==> config.mk <==
export PLATFORM = sky130hd
export DESIGN_NAME = rtc_tick_irq
export DESIGN_NICKNAME = d
export VERILOG_FILES = /design/src/rtl/rtc_tick_pkg.sv /design/src/rtl/rtc_tick_fsm.sv /design/src/rtl/rtc_tick_cnt.sv /design/src/rtl/rtc_irq_stat.sv /design/src/rtl/rtc_tick_irq.sv
export SDC_FILE = /design/constraint.sdc
export NUM_CORES = 1
export LEC_CHECK = 0
export BUFFER_PORTS_ARGS = -buffer_cell sky130_fd_sc_hd__buf_2
export CAP_MARGIN = 20
export CORE_MARGIN = 3
export CORE_UTILIZATION = 48
export CTS_CLUSTER_DIAMETER = 40
export DETAILED_ROUTE_END_ITERATION = 8
export PLACE_DENSITY = 0.83
export REMOVE_ABC_BUFFERS = 1
export SYNTH_ARGS = -nofsm -noshare
export SYNTH_HDL_FRONTEND = slang
export SYNTH_SLANG_ARGS = --single-unit
==> constraint.sdc <==
create_clock -name clk -period 2.96 [get_ports clk]
set_clock_uncertainty 0.2 [all_clocks]
set_input_delay 0.592 -clock clk [delete_from_list [all_inputs] [get_ports clk]]
set_output_delay 0.592 -clock clk [all_outputs]
set_load 0.02 [all_outputs]
==> src/rtl/rtc_tick_pkg.sv <==
package rtc_tick_pkg;

    typedef enum logic [1:0] {
        ST_HALT = 2'd0,
        ST_RUN  = 2'd1,
        ST_HOLD = 2'd2
    } tick_state_e;

    localparam int OFS_STAT = 'h00;
    localparam int OFS_TICK = 'h04;
    localparam int OFS_CTRL = 'h08;
    localparam int OFS_ISEL = 'h0C;
    localparam int OFS_AMSK = 'h10;

    localparam int CTRL_EN_BIT   = 0;
    localparam int CTRL_HOLD_BIT = 1;

    localparam int SRC_INC   = 0;
    localparam int SRC_ALARM = 1;
    localparam int NUM_SRC   = 2;

endpackage

==> src/rtl/rtc_tick_fsm.sv <==
module rtc_tick_fsm
    import rtc_tick_pkg::*;
(
    input  logic        clk,
    input  logic        rst_n,
    input  logic        en,
    input  logic        hold,
    output tick_state_e state,
    output logic        run,
    output logic        clr
);

    tick_state_e state_d;

    always_ff @(posedge clk or negedge rst_n) begin
        if (!rst_n) begin
            state <= ST_HALT;
        end else begin
            state <= state_d;
        end
    end

    always_comb begin
        state_d = state;
        unique case (state)
            ST_HALT: begin
                if (hold)    state_d = ST_HOLD;   // freeze
                else if (en) state_d = ST_RUN;    // start
            end
            ST_RUN: begin
                if (hold)     state_d = ST_HOLD;  // freeze
                else if (!en) state_d = ST_HALT;  // stop
            end
            ST_HOLD: begin
                if (!hold) state_d = en ? ST_RUN : ST_HALT;  // release
            end
            default: state_d = ST_HALT;
        endcase
    end

    always_comb begin
        run = 1'b0;
        clr = 1'b0;
        unique case (state)
            ST_HALT: ;
            ST_RUN:  run = 1'b1;
            ST_HOLD: clr = 1'b1;
            default: ;
        endcase
    end

endmodule

==> src/rtl/rtc_tick_cnt.sv <==
module rtc_tick_cnt #(
    parameter int TICK_W = 15
) (
    input  logic              clk,
    input  logic              rst_n,
    input  logic              run,
    input  logic              clr,
    input  logic              ref_tick,
    output logic [TICK_W-1:0] cnt,
    output logic              sec_pulse
);

    localparam logic [TICK_W-1:0] CNT_MAX = '1;

    logic adv;
    assign adv = run && ref_tick;

    always_ff @(posedge clk or negedge rst_n) begin
        if (!rst_n) begin
            cnt       <= '0;
            sec_pulse <= 1'b0;
        end else begin
            sec_pulse <= adv && (cnt == CNT_MAX);
            if (clr) begin
                cnt <= '0;
            end else if (adv) begin
                cnt <= cnt + 1'b1;
            end
        end
    end

endmodule

==> src/rtl/rtc_irq_stat.sv <==
module rtc_irq_stat #(
    parameter int NSRC = 2
) (
    input  logic            clk,
    input  logic            rst_n,
    input  logic [NSRC-1:0] set,
    input  logic [NSRC-1:0] clr,
    output logic [NSRC-1:0] stat
);

    for (genvar i = 0; i < NSRC; i++) begin : g_bit
        always_ff @(posedge clk or negedge rst_n) begin
            if (!rst_n) begin
                stat[i] <= 1'b0;
            end else if (set[i]) begin
                stat[i] <= 1'b1;
            end else if (clr[i]) begin
                stat[i] <= 1'b0;
            end
        end
    end

endmodule

==> src/rtl/rtc_tick_irq.sv <==
module rtc_tick_irq
    import rtc_tick_pkg::*;
#(
    parameter int ADDR_W = 5,
    parameter int DATA_W = 32,
    parameter int TICK_W = 15,
    parameter int NFIELD = 8,
    parameter int CTRL_W = 4
) (
    input  logic              clk,
    input  logic              rst_n,
    input  logic              ref_tick,
    input  logic              bus_wr,
    input  logic [ADDR_W-1:0] bus_addr,
    input  logic [DATA_W-1:0] bus_wdata,
    output logic [DATA_W-1:0] bus_rdata,
    input  logic [NFIELD-1:0] fld_inc,
    input  logic [NFIELD-1:0] fld_match,
    output logic              sec_pulse,
    output logic              irq
);

    localparam logic [NFIELD-1:0] ALL_MASKED = '1;

    logic [CTRL_W-1:0]  ctrl_q, ctrl_d;
    logic [NFIELD-1:0]  isel_q;
    logic [NFIELD-1:0]  amsk_q;
    logic [TICK_W-1:0]  cnt_q;
    logic [NUM_SRC-1:0] stat_q;
    logic [NUM_SRC-1:0] stat_set;
    logic [NUM_SRC-1:0] stat_clr;
    tick_state_e        state;
    logic               run;
    logic               clr;
    logic               wr_stat, wr_ctrl, wr_isel, wr_amsk;
    logic               unused_wdata;

    assign unused_wdata = ^bus_wdata[DATA_W-1:NFIELD];

    assign wr_stat = bus_wr && (bus_addr == ADDR_W'(OFS_STAT));
    assign wr_ctrl = bus_wr && (bus_addr == ADDR_W'(OFS_CTRL));
    assign wr_isel = bus_wr && (bus_addr == ADDR_W'(OFS_ISEL));
    assign wr_amsk = bus_wr && (bus_addr == ADDR_W'(OFS_AMSK));

    assign ctrl_d = wr_ctrl ? bus_wdata[CTRL_W-1:0] : ctrl_q;

    always_ff @(posedge clk or negedge rst_n) begin
        if (!rst_n) begin
            ctrl_q <= '0;
            isel_q <= '0;
            amsk_q <= '0;
        end else begin
            ctrl_q <= ctrl_d;
            if (wr_isel) isel_q <= bus_wdata[NFIELD-1:0];
            if (wr_amsk) amsk_q <= bus_wdata[NFIELD-1:0];
        end
    end

    rtc_tick_fsm u_fsm (
        .clk   (clk),
        .rst_n (rst_n),
        .en    (ctrl_d[CTRL_EN_BIT]),
        .hold  (ctrl_d[CTRL_HOLD_BIT]),
        .state (state),
        .run   (run),
        .clr   (clr)
    );

    rtc_tick_cnt #(.TICK_W(TICK_W)) u_cnt (
        .clk       (clk),
        .rst_n     (rst_n),
        .run       (run),
        .clr       (clr),
        .ref_tick  (ref_tick),
        .cnt       (cnt_q),
        .sec_pulse (sec_pulse)
    );

    always_comb begin
        stat_set[SRC_INC]   = |(fld_inc & isel_q);
        stat_set[SRC_ALARM] = sec_pulse && (amsk_q != ALL_MASKED)
                              && (&(fld_match | amsk_q));
        stat_clr = wr_stat ? bus_wdata[NUM_SRC-1:0] : '0;
    end

    rtc_irq_stat #(.NSRC(NUM_SRC)) u_stat (
        .clk   (clk),
        .rst_n (rst_n),
        .set   (stat_set),
        .clr   (stat_clr),
        .stat  (stat_q)
    );

    assign irq = |stat_q;

    always_comb begin
        bus_rdata = '0;
        case (bus_addr)
            ADDR_W'(OFS_STAT): bus_rdata[NUM_SRC-1:0] = stat_q;
            ADDR_W'(OFS_TICK): bus_rdata[TICK_W:1]    = cnt_q;
            ADDR_W'(OFS_CTRL): bus_rdata[CTRL_W-1:0]  = ctrl_q;
            ADDR_W'(OFS_ISEL): bus_rdata[NFIELD-1:0]  = isel_q;
            ADDR_W'(OFS_AMSK): bus_rdata[NFIELD-1:0]  = amsk_q;
            default:           bus_rdata = '0;
        endcase
    end

endmodule

==> flow_summary.yaml <==
clock_tree:
  postCtsSetupBuffers: 0
  cts_resized: 0
  cts_buffers: 5
  clkTransAtPathRegs_ps: 70
  root_buffer: "clkbuf_8"
  worstSkewPairLatency_ps: 300
  cts_tree: "built"
  ctsHoldBuffers: 0
  cts_sinks: 40
  cts_buffer_depth: 2
  htree_levels: 2
synthesis:
  yosys_warnings: 0
  ys_ff_latch: 40
  ys.flop_type: "dfrtp_1"
  synth-compound-area-share: 0.1017
  synth_xor_area_frac: 0.01199
  synth.area.mux_share: 0.1439
  synth_fa_ha_area_frac: 0.005711
  synth_top_family_by_area: "simple AND/OR/NAND/NOR gates"
  synth_async_sr_flop_share: 1.000
  netlist_area_um2: 2191
  synth_edf_count: 0
  syn_inst: 210
  synth_simple_gate_area_frac: 0.2033
  yosysSeqAreaShare: 0.4569
  ys_types: 40
  syn_avg_cell_area_um2: 10.43
grt:
  antenna_found_initial: 0
  grt_first_pass_wirelength_mm: 8.169
  grt_usage: 0.1981
  grt_pass1_vias: 1710
  grt_overflow: 0
  grt_max_degree: 41
run_status:
  outcome: "completed"
placed_design:
  gp_congestion: 0.8247
  port_buffers: 50
  place_inst: 308
  postPlaceCellArea_um2: 2457
  pre_cts_slack_ps: 252.0
  place_hpwl_mm: 3.761
setup_path:
  crit_buf_inv: 3
  rrSetupSlack_ps: 840
  startpoint_type: "input port"
  path_common_cell: "buf_2"
  r2r_start: "u_cnt.cnt[0]"
  cp_top_family: "simple AND/OR/NAND/NOR gates"
  cp_slowest_cell: "or3b_2"
  r2r-end: "u_cnt.cnt[14]"
  critical_path_required_ps: 2170
  worst_path_largest_cell_delay_ps: 530
  path_cells: "buf_2 > or3b_2 > nor3_2 > buf_4 > a222oi_1 > nand2_1 > buf_2"
  crit_arrival_ps: 1920
  critPathLaunch: "bus_addr[1]"
  crit_path_max_fanout: 14
  r2r_cells: 5
  worstSetupPathType: "in -> out"
  end_kind: "output port"
drt:
  dr.first_iter.drc_count: 154
  wirelength_mm: 4.959
  vias: 1773
  dr.pass1.iters: 4
  drc: 0
  avgRoutedWirePerCell_um: 15.69
  vias_per_cell: 5.611
  antenna_left: 0
final_layout:
  mostFrequentLayoutCell: "buf_2"
  area_growth_syn_to_layout_pct: 16.28
  fin_area_um2: 2547
  instances_no_fill: 316
  final_util: 0.6063
  drive_above_1_share: 0.3308
  mostFrequentLayoutCells: "buf_2, dfrtp_1, nand2_1, mux2_2, conb_1"
  insertedDiodeCount: 0
  fin_nets: 323
sta:
  hold-worst-slack_ps: 208.5
  post-route-period-util: 0.9149
  setup_ws_ps: 252.0
  max_freq_ghz: 0.3693
  setup_viol: 0
  drv_slew: 0
  relSlewSlack: 0.4188
  tns_ps: 0
  layout_min_cycle_time_ps: 2708
  finalHoldViolCount: 0
  grt_setup_unrepaired: "false"
  worst_pin_slew_ps: 871.9
die:
  io_pins: 91
  die_h_um: 73.56
  fp-row-count: 23
  start_util: 0.5214
  die_area_um2: 5411
  die_w_um: 73.56
  core_area_um2: 4202
flow_run:
  drv_cap: 0
pwr:
  ir_drop_mv: 0.2966
  p_per_area_nw_per_um2: 503.8
  p_leak_nw: 1.293
  total_power_mw: 1.283
worst_hold_path:
  hp-class: "in -> async"
synth_stat cells (2+ instances only):
cell type,instances,area [µm²]
mux2_2,20,225.2
nor3_1,5,25.02
a222oi_1,5,50.05
o22ai_1,3,18.77
and3_1,3,18.77
nand4_1,3,18.77
xnor2_1,3,26.28
a22o_1,4,35.03
inv_1,7,26.28
o21ai_0,4,20.02
nor4_1,2,12.51
nand2_1,22,82.58
and2_1,9,56.30
nor2_1,11,41.29
a22oi_1,9,67.56
buf_4,16,120.1
mux2i_1,9,90.09
nand2b_1,3,18.77
nand3_1,11,55.05
dfrtp_1,40,1001
buf_2,2,10.01
report_power, final:
part / switching (mW) / leakage (nW) / total (mW) / internal, mW
Combinational: 0.111 / 0.721 / 0.210 / 0.0997
Sequential: 0.0791 / 0.527 / 0.695 / 0.616
Clock: 0.188 / 0.0455 / 0.378 / 0.190
layer usage:
layer	up-vias	wire, µm	part of all wire	global-route usage
met2	71	2465	0.50	0.3327
met5	-	0	0	0
li1	833	-	-	-
met4	0	85	0.017	0.07445
met3	11	377	0.076	0.03420
met1	858	2032	0.41	0.2544
state kept, by name (all words and copies together) (netlist names):
signal           flops
amsk_q               8
ctrl_q               4
u_cnt.cnt           15
isel_q               8
u_cnt.sec_pulse      1
u_fsm.state          2
u_stat.stat          2
how the worst max path moves through the flow:
stage	endpoint	depth (start not counted)
2_1_floorplan	bus_rdata[4]	4
3_3_place_gp	bus_rdata[1]	6
3_5_place_dp	bus_rdata[1]	7
4_1_cts	bus_rdata[1]	7
5_1_grt	bus_rdata[6]	7
6_report	bus_rdata[1]	7
layout make-up:
class	count	area, µm²
fillers	367	1654
multi-input cells	158	1082
flip-flops and latches	40	1001
repair buffers	53	285.3
clock buffers	8	90.09
well taps	50	62.56
inverters	7	26.28
kinds of logic after synthesis:
group,count (synthesis)
compound gates,29
xor+xnor,3
other cells,1
simple gates,80
flops,40
fa+ha+maj,1
mux,29
buf+inv,27
Note: power is estimated with default switching activity, not from simulation.
